**config.mk**
```make
export PLATFORM = sky130hd
export DESIGN_NAME = tdi_clkseq
export DESIGN_NICKNAME = d
export VERILOG_FILES = /design/src/rtl/tdi_clkseq_pkg.sv /design/src/rtl/tdi_cnt_clamp.sv /design/src/rtl/tdi_line_fsm.sv /design/src/rtl/tdi_gate_reg.sv /design/src/rtl/tdi_clkseq.sv
export SDC_FILE = /design/constraint.sdc
export NUM_CORES = 1
export LEC_CHECK = 0
export BUFFER_PORTS_ARGS = -buffer_cell sky130_fd_sc_hd__buf_2
export CORE_MARGIN = 4
export CORE_UTILIZATION = 45
export CTS_CLUSTER_SIZE = 20
export DETAILED_ROUTE_END_ITERATION = 8
export SKIP_CTS_REPAIR_TIMING = 1
export SLEW_MARGIN = 20
export SYNTH_ARGS = -nofsm -noshare
export SYNTH_HDL_FRONTEND = slang
export SYNTH_HIERARCHICAL = 1
export SYNTH_SLANG_ARGS = --single-unit
export TNS_END_PERCENT = 5
```
**constraint.sdc**
```tcl
create_clock -name clk -period 8.85 [get_ports clk]
set_clock_uncertainty 0.05 [all_clocks]
set_input_delay 0.885 -clock clk [delete_from_list [all_inputs] [get_ports clk]]
set_output_delay 0.885 -clock clk [all_outputs]
set_load 0.005 [all_outputs]
```
**src/rtl/tdi_clkseq_pkg.sv**
```systemverilog
// Shared types for the TDI gate clock sequencer.
// Assumes: one gate vector per cycle, bank fan-out done at the top.
package tdi_clkseq_pkg;

    typedef enum logic [2:0] {
        ST_IDLE,
        ST_VSH,
        ST_TGH,
        ST_OVR,
        ST_RD,
        ST_DONE
    } seq_state_t;

    typedef struct packed {
        logic v1;
        logic v2;
        logic tg;
        logic h1;
        logic h2;
        logic sg;
        logic rg;
        logic pv;
        logic done;
        logic ovr;
    } gate_vec_t;

    localparam gate_vec_t GATE_IDLE = '{
        v1: 1'b0, v2: 1'b1, tg: 1'b0, h1: 1'b0, h2: 1'b1,
        sg: 1'b0, rg: 1'b0, pv: 1'b0, done: 1'b0, ovr: 1'b0
    };

endpackage

```
**src/rtl/tdi_cnt_clamp.sv**
```systemverilog
// Raises a programmed count to a floor and limits it to a ceiling.
// Assumes: FLOOR <= cap; pass all-ones as cap for no ceiling.
module tdi_cnt_clamp #(
    parameter int W     = 16,
    parameter int FLOOR = 1
) (
    input  logic [W-1:0] raw,
    input  logic [W-1:0] cap,
    output logic [W-1:0] eff
);
    localparam logic [W-1:0] FLOOR_W = W'(FLOOR);

    logic [W-1:0] lifted;

    // Apply the floor first, then the ceiling.
    always_comb begin
        lifted = (raw < FLOOR_W) ? FLOOR_W : raw;
        eff    = (lifted > cap) ? cap : lifted;
    end
endmodule

```
**src/rtl/tdi_line_fsm.sv**
```systemverilog
// Line sequencer: vertical shifts, transfer gate with overlap, then readout.
// Decodes one gate vector per cycle from its state; the caller registers it.
// Assumes: counts arrive already clamped, TH >= 2 and TR <= TH.
module tdi_line_fsm
    import tdi_clkseq_pkg::*;
#(
    parameter int PIXELS = 1536,
    parameter int W      = 16,
    parameter int MIN_V  = 3000,
    parameter int MIN_H  = 13
) (
    input  logic      clk,
    input  logic      rst_n,
    input  logic      trig,
    input  logic      bin_mode,
    input  logic [W-1:0] tv,
    input  logic [W-1:0] tov,
    input  logic [W-1:0] th,
    input  logic [W-1:0] tr,
    output gate_vec_t dec
);
    localparam int SW = (PIXELS > 2) ? $clog2(PIXELS) : 1;
    localparam logic [SW-1:0] LAST_FULL = SW'(PIXELS - 1);
    localparam logic [SW-1:0] LAST_BIN  = SW'(PIXELS / 2 - 1);

    seq_state_t     state_q;
    logic           bin_q;
    logic [W-1:0]   tv_q, tov_q, th_q, tr_q;
    logic [W-1:0]   cnt_q;
    logic [1:0]     ph_q;
    logic [1:0]     half_q;
    logic [W+1:0]   soff_q;
    logic [SW-1:0]  samp_q;

    logic [1:0]     last_idx;
    logic [SW-1:0]  last_samp;

    // Index limits chosen by the latched readout mode.
    always_comb begin
        last_idx  = bin_q ? 2'd3 : 2'd1;
        last_samp = bin_q ? LAST_BIN : LAST_FULL;
    end

    // State, counters and latched configuration.
    always_ff @(posedge clk) begin
        if (!rst_n) begin
            state_q <= ST_IDLE;
            bin_q   <= 1'b0;
            tv_q    <= '0;
            tov_q   <= '0;
            th_q    <= '0;
            tr_q    <= '0;
            cnt_q   <= '0;
            ph_q    <= '0;
            half_q  <= '0;
            soff_q  <= '0;
            samp_q  <= '0;
        end else begin
            case (state_q)
                ST_IDLE: begin
                    if (trig) begin
                        state_q <= ST_VSH;
                        bin_q   <= bin_mode;
                        tv_q    <= tv;
                        tov_q   <= tov;
                        th_q    <= th;
                        tr_q    <= tr;
                        cnt_q   <= '0;
                        ph_q    <= '0;
                    end
                end
                ST_VSH: begin
                    if (cnt_q == tv_q - 1'b1) begin
                        cnt_q <= '0;
                        if (ph_q == last_idx) state_q <= ST_TGH;
                        else                  ph_q    <= ph_q + 1'b1;
                    end else begin
                        cnt_q <= cnt_q + 1'b1;
                    end
                end
                ST_TGH: begin
                    if (cnt_q == tv_q - 1'b1) begin
                        cnt_q   <= '0;
                        state_q <= ST_OVR;
                    end else begin
                        cnt_q <= cnt_q + 1'b1;
                    end
                end
                ST_OVR: begin
                    if (cnt_q == tov_q - 1'b1) begin
                        cnt_q   <= '0;
                        half_q  <= '0;
                        soff_q  <= '0;
                        samp_q  <= '0;
                        state_q <= ST_RD;
                    end else begin
                        cnt_q <= cnt_q + 1'b1;
                    end
                end
                ST_RD: begin
                    soff_q <= soff_q + 1'b1;
                    if (cnt_q == th_q - 1'b1) begin
                        cnt_q <= '0;
                        if (half_q == last_idx) begin
                            half_q <= '0;
                            soff_q <= '0;
                            if (samp_q == last_samp) state_q <= ST_DONE;
                            else                     samp_q  <= samp_q + 1'b1;
                        end else begin
                            half_q <= half_q + 1'b1;
                        end
                    end else begin
                        cnt_q <= cnt_q + 1'b1;
                    end
                end
                ST_DONE: state_q <= ST_IDLE;
                default: state_q <= ST_IDLE;
            endcase
        end
    end

    // Gate levels implied by the current state and counters.
    always_comb begin
        dec     = GATE_IDLE;
        dec.ovr = trig && (state_q != ST_IDLE);
        case (state_q)
            ST_VSH: begin
                dec.v1 = ~ph_q[0];
                dec.v2 = ph_q[0];
            end
            ST_TGH: dec.tg = 1'b1;
            ST_OVR: begin
                dec.tg = 1'b1;
                dec.h1 = 1'b1;
                dec.h2 = 1'b0;
            end
            ST_RD: begin
                dec.h1 = half_q[0];
                dec.h2 = ~half_q[0];
                dec.sg = bin_q ? ~half_q[1] : (half_q == 2'd0);
                dec.rg = soff_q < {2'b00, tr_q};
                dec.pv = soff_q == ({2'b00, tr_q} + 1'b1);
            end
            ST_DONE: dec.done = 1'b1;
            default: ;
        endcase
    end

    // Latched counts respect their floors while a line runs.
    assert_count_floor_R2: assert property (@(posedge clk) disable iff (!rst_n)
        (state_q != ST_IDLE) |-> (tv_q >= W'(MIN_V)) && (th_q >= W'(MIN_H)));

    // Reset pulse never outlasts a horizontal half-period.
    assert_rg_cap_R2: assert property (@(posedge clk) disable iff (!rst_n)
        (state_q != ST_IDLE) |-> (tr_q <= th_q));

    // A line begins only from idle; busy triggers never restart it.
    assert_start_from_idle_R10: assert property (@(posedge clk) disable iff (!rst_n)
        $rose(state_q == ST_VSH) |-> ($past(state_q) == ST_IDLE));
endmodule

```
**src/rtl/tdi_gate_reg.sv**
```systemverilog
// Output register for the gate vector, so that no gate clock glitches.
// Assumes: a synchronous reset that parks every gate at its idle level.
module tdi_gate_reg
    import tdi_clkseq_pkg::*;
(
    input  logic      clk,
    input  logic      rst_n,
    input  gate_vec_t d,
    output gate_vec_t q
);
    // Register all gates together so they share one edge.
    always_ff @(posedge clk) begin
        if (!rst_n) q <= GATE_IDLE;
        else        q <= d;
    end

    // ADC strobe comes one cycle after a reset pulse ends.
    assert_pv_after_rg_R8: assert property (@(posedge clk) disable iff (!rst_n)
        q.pv |-> ($past(q.rg, 2) && !$past(q.rg)));

    // Transfer gate falls only while horizontal phase 1 is high.
    assert_tg_overlap_R4: assert property (@(posedge clk) disable iff (!rst_n)
        $fell(q.tg) |-> $past(q.h1));

    // Summing only happens during readout, never with the transfer gate.
    assert_sg_no_tg_R6: assert property (@(posedge clk) disable iff (!rst_n)
        q.sg |-> !q.tg);

    // End-of-line is a single-cycle pulse.
    assert_done_pulse_R9: assert property (@(posedge clk) disable iff (!rst_n)
        q.done |=> !q.done);
endmodule

```
**src/rtl/tdi_clkseq.sv**
```systemverilog
// Top of the TDI gate clock sequencer: clamps counts, runs the line FSM,
// registers the gates and fans each clock out to every sensor bank.
// Assumes: PIXELS even, MIN_H >= 2, MIN_R <= MIN_H.
module tdi_clkseq
    import tdi_clkseq_pkg::*;
#(
    parameter int PIXELS  = 1536,
    parameter int BANKS   = 2,
    parameter int CNT_W   = 16,
    parameter int MIN_V   = 3000,
    parameter int MIN_OVR = 1000,
    parameter int MIN_H   = 13,
    parameter int MIN_R   = 1
) (
    input  logic             clk,
    input  logic             rst_n,
    input  logic             line_trig,
    input  logic             bin_mode,
    input  logic [CNT_W-1:0] cfg_vwidth,
    input  logic [CNT_W-1:0] cfg_overlap,
    input  logic [CNT_W-1:0] cfg_hwidth,
    input  logic [CNT_W-1:0] cfg_rwidth,
    output logic [BANKS-1:0] vphi1,
    output logic [BANKS-1:0] vphi2,
    output logic             tgate,
    output logic [BANKS-1:0] hphi1,
    output logic [BANKS-1:0] hphi2,
    output logic             sgate,
    output logic             rgate,
    output logic             pix_valid,
    output logic             line_done,
    output logic             overrun
);
    localparam logic [CNT_W-1:0] NO_CAP = '1;

    logic [CNT_W-1:0] tv_eff, tov_eff, th_eff, tr_eff;
    gate_vec_t        dec, gq;

    tdi_cnt_clamp #(.W(CNT_W), .FLOOR(MIN_V)) u_clamp_v (
        .raw(cfg_vwidth), .cap(NO_CAP), .eff(tv_eff));
    tdi_cnt_clamp #(.W(CNT_W), .FLOOR(MIN_OVR)) u_clamp_o (
        .raw(cfg_overlap), .cap(NO_CAP), .eff(tov_eff));
    tdi_cnt_clamp #(.W(CNT_W), .FLOOR(MIN_H)) u_clamp_h (
        .raw(cfg_hwidth), .cap(NO_CAP), .eff(th_eff));
    tdi_cnt_clamp #(.W(CNT_W), .FLOOR(MIN_R)) u_clamp_r (
        .raw(cfg_rwidth), .cap(th_eff), .eff(tr_eff));

    tdi_line_fsm #(
        .PIXELS(PIXELS), .W(CNT_W), .MIN_V(MIN_V), .MIN_H(MIN_H)
    ) u_fsm (
        .clk(clk), .rst_n(rst_n), .trig(line_trig), .bin_mode(bin_mode),
        .tv(tv_eff), .tov(tov_eff), .th(th_eff), .tr(tr_eff), .dec(dec));

    tdi_gate_reg u_oreg (.clk(clk), .rst_n(rst_n), .d(dec), .q(gq));

    // Identical phase clocks for every bank.
    for (genvar b = 0; b < BANKS; b++) begin : g_bank
        assign vphi1[b] = gq.v1;
        assign vphi2[b] = gq.v2;
        assign hphi1[b] = gq.h1;
        assign hphi2[b] = gq.h2;
    end

    assign tgate     = gq.tg;
    assign sgate     = gq.sg;
    assign rgate     = gq.rg;
    assign pix_valid = gq.pv;
    assign line_done = gq.done;
    assign overrun   = gq.ovr;
endmodule

```
==> flow_summary.ini, run 1 <==
[cells_and_area]
utilization = 0.5075
area_growth_pct = 11.09
layout_common_cells = nand2_1 (194), dfxtp_1 (127), inv_1 (106)
nNetsFinal = 1736
layout-drive-gt1-share = 0.1394
diodes = 0
final_common_cell = nand2_1

[setup_path]
required_ns = 9.15
cp.arrival_ns = 5.93
critPathLaunchType = input pin
setup.worst_path.end_class = flip-flop
worstPathMaxFanout = 17
crit_type = input pin to flip-flop

[die]
io_pins = 82
die_y_um = 167.7
row_count = 58
coreArea_um2 = 25110
die_x_um = 167.7
initial_core_util = 0.4568
die_area_um2 = 28110

[timing]
hold_viol = 0
fin_crit_ns = 5.629
slew_violations = 0
setup_violations = 0
worstMarginPinSlew_ns = 1.071
fin_crit_sh = 0.6361
finalSetupTns_ns = 0
worst_slack_ns = 3.221
rsz0062_at_grt = false
relSlewSlack = 0.2824
fmax_ghz = 0.1776

[global_route]
grt_max_degree = 52
grt_pass1_vias = 10050
grt_use_total = 0.2073
grt_pass1_wl_mm = 49.25
antenna_found_initial = 0
grt-ovfl-total = 0

[placed_design]
gp_congestion = 0.8778
preCtsSetupSlack_ns = 2.930
hpwlAfterDp_mm = 21.58
port_buffers = 81

[power]
ir_drop_uv = 136.2
p_per_area_nw_per_um2 = 150.9
p_leak_nw = 5.790
power_mw = 1.922

[clock_network]
clk-insertion-delay-late_ns = 0.42
htreeDepth = 4
cts_tree = done
cts_sinks = 127
numCtsBuffers = 17
path_clk_slew_ns = 0.06
cts_root_buffer = clkbuf_16
ctsLongestPathBuffers = 2

[drt]
vias = 10590
antenna_left = 0
drt-pass1-iter-count = 5
drc = 0
via_per_inst = 5.509
drt_iter0_drc = 708
finalWirelength_mm = 29.26
wl_per_cell_um = 15.21

[synthesis]
synth_edf_count = 0
synth_area_um2 = 11470
ys_seq_area_frac = 0.2217
synth-async-reset-ratio = 0
ys.flop_type = dfxtp_1
yosysTopAreaCell = dfxtp_1
yosysTopAreaCellShare = 0.2217
ys_types = 95
avgSynthCellArea_um2 = 7.657
ys_top_cells_by_area = dfxtp_1 (22%), ha_1 (9.6%), nand2_1 (6.4%), xnor2_1 (4.6%), a21oi_1 (4.0%)
synthCells = 1498
ys_warn_count = 6
ys_seq_elements = 127

[job]
cap_violations = 0

[run_status]
status = completed

[min_path]
worstHoldPathType = flip-flop to flip-flop
where the power goes:
| part | switching [mW] | total, mW | internal [mW] | leakage (nW) |
|---|---|---|---|---|
| clock | 0.274 | 0.775 | 0.500 | 0.314 |
| combinational | 0.281 | 0.506 | 0.225 | 4.44 |
| sequential | 0.0424 | 0.642 | 0.599 | 1.03 |
metrics by stage:
stage	std cells	hold slack, ns	cell area [µm²]
6_report	1923	0.4160	12740
5_1_grt	1923	0.4375	12740
4_1_cts	1923	0.4180	12740
3_5_place_dp	1891	0.4097	12090
3_3_place_gp	1891	0.4041	12090
2_1_floorplan	1593	0.3978	11830
worst max-delay path, stage by stage:
cell and delay, ns:
buf_2 0.12, nor4_1 0.30, nand3_1 0.20, a21oi_1 0.17, nor2b_1 0.08, ha_1 0.28
nor2b_1 0.13, o211ai_1 0.19, a2111oi_2 0.10, a211o_1 0.31, nand2_4 0.24, mux2_2 0.42
inv_1 0.07, ha_1 0.14, nand4_1 0.23, nor3_2 0.94, or3_1 0.63, o311ai_1 0.20
nand3_1 0.11, nand2_1 0.05, a21oi_1 0.13
final cells by class:
type,instances,area (µm²)
tap,330,412.9
sequential,127,2542
timing repair buffer,88,457.9
inverter,107,401.6
clock inverter,14,216.5
fill,2572,12370
clock buffer,18,429.2
multi-input combinational,1239,8282
Yosys cell counts (20+ instances only):
cell,n
xnor2_1,60
o21ai_0,31
nor3_1,33
and2_1,27
nor2_1,71
clkbuf_1,94
mux2_2,20
a21oi_1,92
dfxtp_1,127
nand2_1,195
mux2_4,27
nor4_1,29
nand3_1,78
nand2b_1,21
xor2_1,39
inv_1,106
a21boi_0,30
nand4_1,38
ha_1,88
cell families (layout without fill, tap and decap cells):
kind of cell / after synthesis / after routing / synth area share
simple gates: 612 / 612 / 0.2811
compound gates: 287 / 287 / 0.1728
buf+inv: 227 / 227 / 0.08880
flops: 127 / 127 / 0.2217
xor+xnor: 99 / 99 / 0.07560
fa+ha+maj: 88 / 88 / 0.09600
mux: 57 / 57 / 0.06371
other cells: 1 / 96 / 0.0003269
worst paths after layout:
| path | endpoint | depth (start not counted) | from | slack, ns |
|---|---|---|---|---|
| max reg2reg | u_fsm/cnt_q[6] | 11 | u_fsm/tv_q[0] | 4.54 |
| min | u_fsm/tov_q[15] | 2 | u_fsm/tov_q[15] | 0.42 |
| min reg2reg | u_fsm/tov_q[15] | 2 | u_fsm/tov_q[15] | 0.42 |
| max | u_fsm/tr_q[13] | 21 | cfg_hwidth[12] | 3.22 |
state kept, by name, summed over array words and instances, names as in the netlist:
signal         count
u_fsm/soff_q      18
u_fsm/cnt_q       16
u_fsm/th_q        16
u_fsm/tov_q       16
u_fsm/tr_q        16
u_fsm/tv_q        16
u_fsm/samp_q      11
u_oreg/q          10
u_fsm/state_q      3
u_fsm/half_q       2
u_fsm/ph_q         2
u_fsm/bin_q        1
layer usage:
metal | global-route usage | wire length (µm) | up-vias
li1 | - | - | 5368
met1 | 0.2889 | 14260 | 4968
met2 | 0.3378 | 13230 | 226
met3 | 0.02880 | 1273 | 31
met4 | 0.05505 | 501 | 0
met5 | 0 | 0 | -
No activity file was read; power rests on OpenSTA's default activity.
==> run 2: changes to the inputs <==
Clock period 8.85 ns to 5.3 ns, I/O delays scaled along.
==> run 2 against run 1 <==
Worst setup slack worse by 2.6 ns. Critical path type unchanged. First-iteration DRC count is 5.9% higher. Final cell count is 0.42% higher. Sequential share of layout area is 0.064 points lower. Non-clock buffer count is 8 higher. Largest cell class unchanged. Via count is 0.10% lower.
==> flow_summary.ini, run 2 (synthesized netlist as in run 1, its figures left out) <==
[power]
p_sw_frac = 0.3144
p_comb_frac = 0.266
pwr-share-seq = 0.337
clkPwrFrac = 0.396
p_switching_mw = 0.9991
ir_drop_uv = 231.8
power_mw = 3.177
p_leak_nw = 5.825
p_per_area_nw_per_um2 = 248.5
intPower_mw = 2.178

[timing]
rsz0062_at_grt = false
relSlewSlack = 0.2923
hold_viol = 0
whs_ns = 0.3235
fin_crit_ns = 4.663
setup_violations = 0
fin_crit_sh = 0.8799
slew_violations = 0
finalSetupTns_ns = 0
worstMarginPinSlew_ns = 1.055
fmax_ghz = 0.2144

[die]
die_x_um = 167.7
initial_core_util = 0.4568
die_area_um2 = 28110
die_y_um = 167.7
io_pins = 82
row_count = 58
coreArea_um2 = 25110

[clock_network]
cts_root_buffer = clkbuf_16
clk-insertion-delay-late_ns = 0.42
cts_sinks = 127
numCtsBuffers = 17
cts_tree = done
ctsLongestPathBuffers = 2
path_clk_slew_ns = 0.06
htreeDepth = 4

[global_route]
grt_pass1_vias = 10060
grt_pass1_wl_mm = 49.36
grt_use_total = 0.2078
antenna_found_initial = 0
grt_max_degree = 52
grt-ovfl-total = 0

[drt]
wl_per_cell_um = 15.10
vias = 10580
finalWirelength_mm = 29.16
drc = 0
via_per_inst = 5.480
drt_iter0_drc = 750
antenna_left = 0
drt-pass1-iter-count = 5

[job]
cap_violations = 0

[cells_and_area]
nNetsFinal = 1744
largest_reg_flops = 18
postLayoutCellArea_um2 = 12780
layout_common_cells = nand2_1 (194), dfxtp_1 (127), inv_1 (106)
area_growth_pct = 11.45
final_common_cell = nand2_1
diodes = 0
layout-drive-gt1-share = 0.1437
fillers = 2556
regMostFlops = u_fsm/soff_q

[placed_design]
gp_congestion = 0.8742
port_buffers = 81
postPlaceCellArea_um2 = 12150
hpwlAfterDp_mm = 21.48

[setup_path]
cp.arrival_ns = 4.92
critPathLaunchType = input pin
worst-path-buf-inv = 2
critPathSlowestCell = or3_1
crit_type = input pin to flip-flop
crit_family = simple AND/OR/NAND/NOR gates
setup.worst_path.end_class = flip-flop
worstPathMaxFanout = 16
cp_cell_sequence = buf_2, nor4_1, nand3_1, a21oi_1, nor2b_1, ha_1, nor2b_1, o211ai_1, a2111oi_2, a211o_1, nand2_4, mux2_2, inv_1, ha_1, nand4_1, o21bai_2, or3_1, o311ai_1, nand3_1, nand2_1, a21oi_1
required_ns = 5.56
slowest_delay_ns = 0.62

[run_status]
status = completed

[min_path]
worstHoldPathType = input pin to flip-flop
==> run 2: cell count changes in the layout (fill, tap and decap cells not counted), sizes merged <==
cell      change
clkinvlp      +1
buf           +8
inv           +1
clkinv        -1
bufinv        -1
==> run 2: worst reg2reg max path: stages, from the launching register on <==
cell and delay [ns]:
dfxtp_1 0.38, inv_1 0.09, ha_1 0.18, or4b_2 0.72
or4b_2 0.67, a311o_1 0.29, nand3_1 0.09, o31a_1 0.33
a211oi_1 0.30, o31ai_4 0.67, nor3_1 0.12, a211o_1 0.28
==> run 2: routing by layer <==
layer  vias to the layer above  GRT usage  wire length [µm]
met1                      4923     0.2906             14170
met4                         0    0.05575               407
met2                       242     0.3356             13150
met3                        29    0.03116              1438
li1                       5388          -                 -
met5                         -          0                 0
==> run 2: final timing paths <==
path	slack, ns	start	cells after the start	endpoint
max	0.64	cfg_hwidth[12]	21	u_fsm/tr_q[15]
max reg2reg	1.02	u_fsm/tv_q[0]	11	u_fsm/cnt_q[4]
min	0.32	bin_mode	3	u_fsm/bin_q
min reg2reg	0.42	u_fsm/tov_q[15]	2	u_fsm/tov_q[15]
==> run 2: per-stage QoR <==
| step | instances | util | setup slack, ns |
|---|---|---|---|
| 6_report | 1931 | 0.5091 | 0.6366 |
| 2_1_floorplan | 1593 | - | 0.7396 |
| 3_5_place_dp | 1899 | 0.4839 | 0.2420 |
| 3_3_place_gp | 1899 | 0.4839 | 0.2854 |
| 4_1_cts | 1931 | 0.5090 | 0.6913 |
| 5_1_grt | 1931 | 0.5091 | 0.3489 |
==> run 2: power groups by stage <==
stage / Sequential [mW] / Clock, mW / Combinational, mW
5_1_grt: 1.08 / 1.33 / 0.959
2_1_floorplan: 1.06 / 0 / 0.699
3_3_place_gp: 1.09 / 0 / 0.824
4_1_cts: 1.07 / 1.29 / 0.840
3_5_place_dp: 1.09 / 0 / 0.835
6_report: 1.07 / 1.26 / 0.847
==> run 2: layout make-up <==
| type | instances | area, µm² | share of cell area |
|---|---|---|---|
| Clock buffer | 18 | 439.2 | 0.03435 |
| Clock inverter | 14 | 190.2 | 0.01488 |
| Inverter | 107 | 401.6 | 0.03142 |
| Multi-Input combinational cell | 1239 | 8279 | 0.6476 |
| Sequential cell | 127 | 2542 | 0.1989 |
| Tap cell | 330 | 412.9 | 0.03230 |
| Timing Repair Buffer | 96 | 518.0 | 0.04052 |
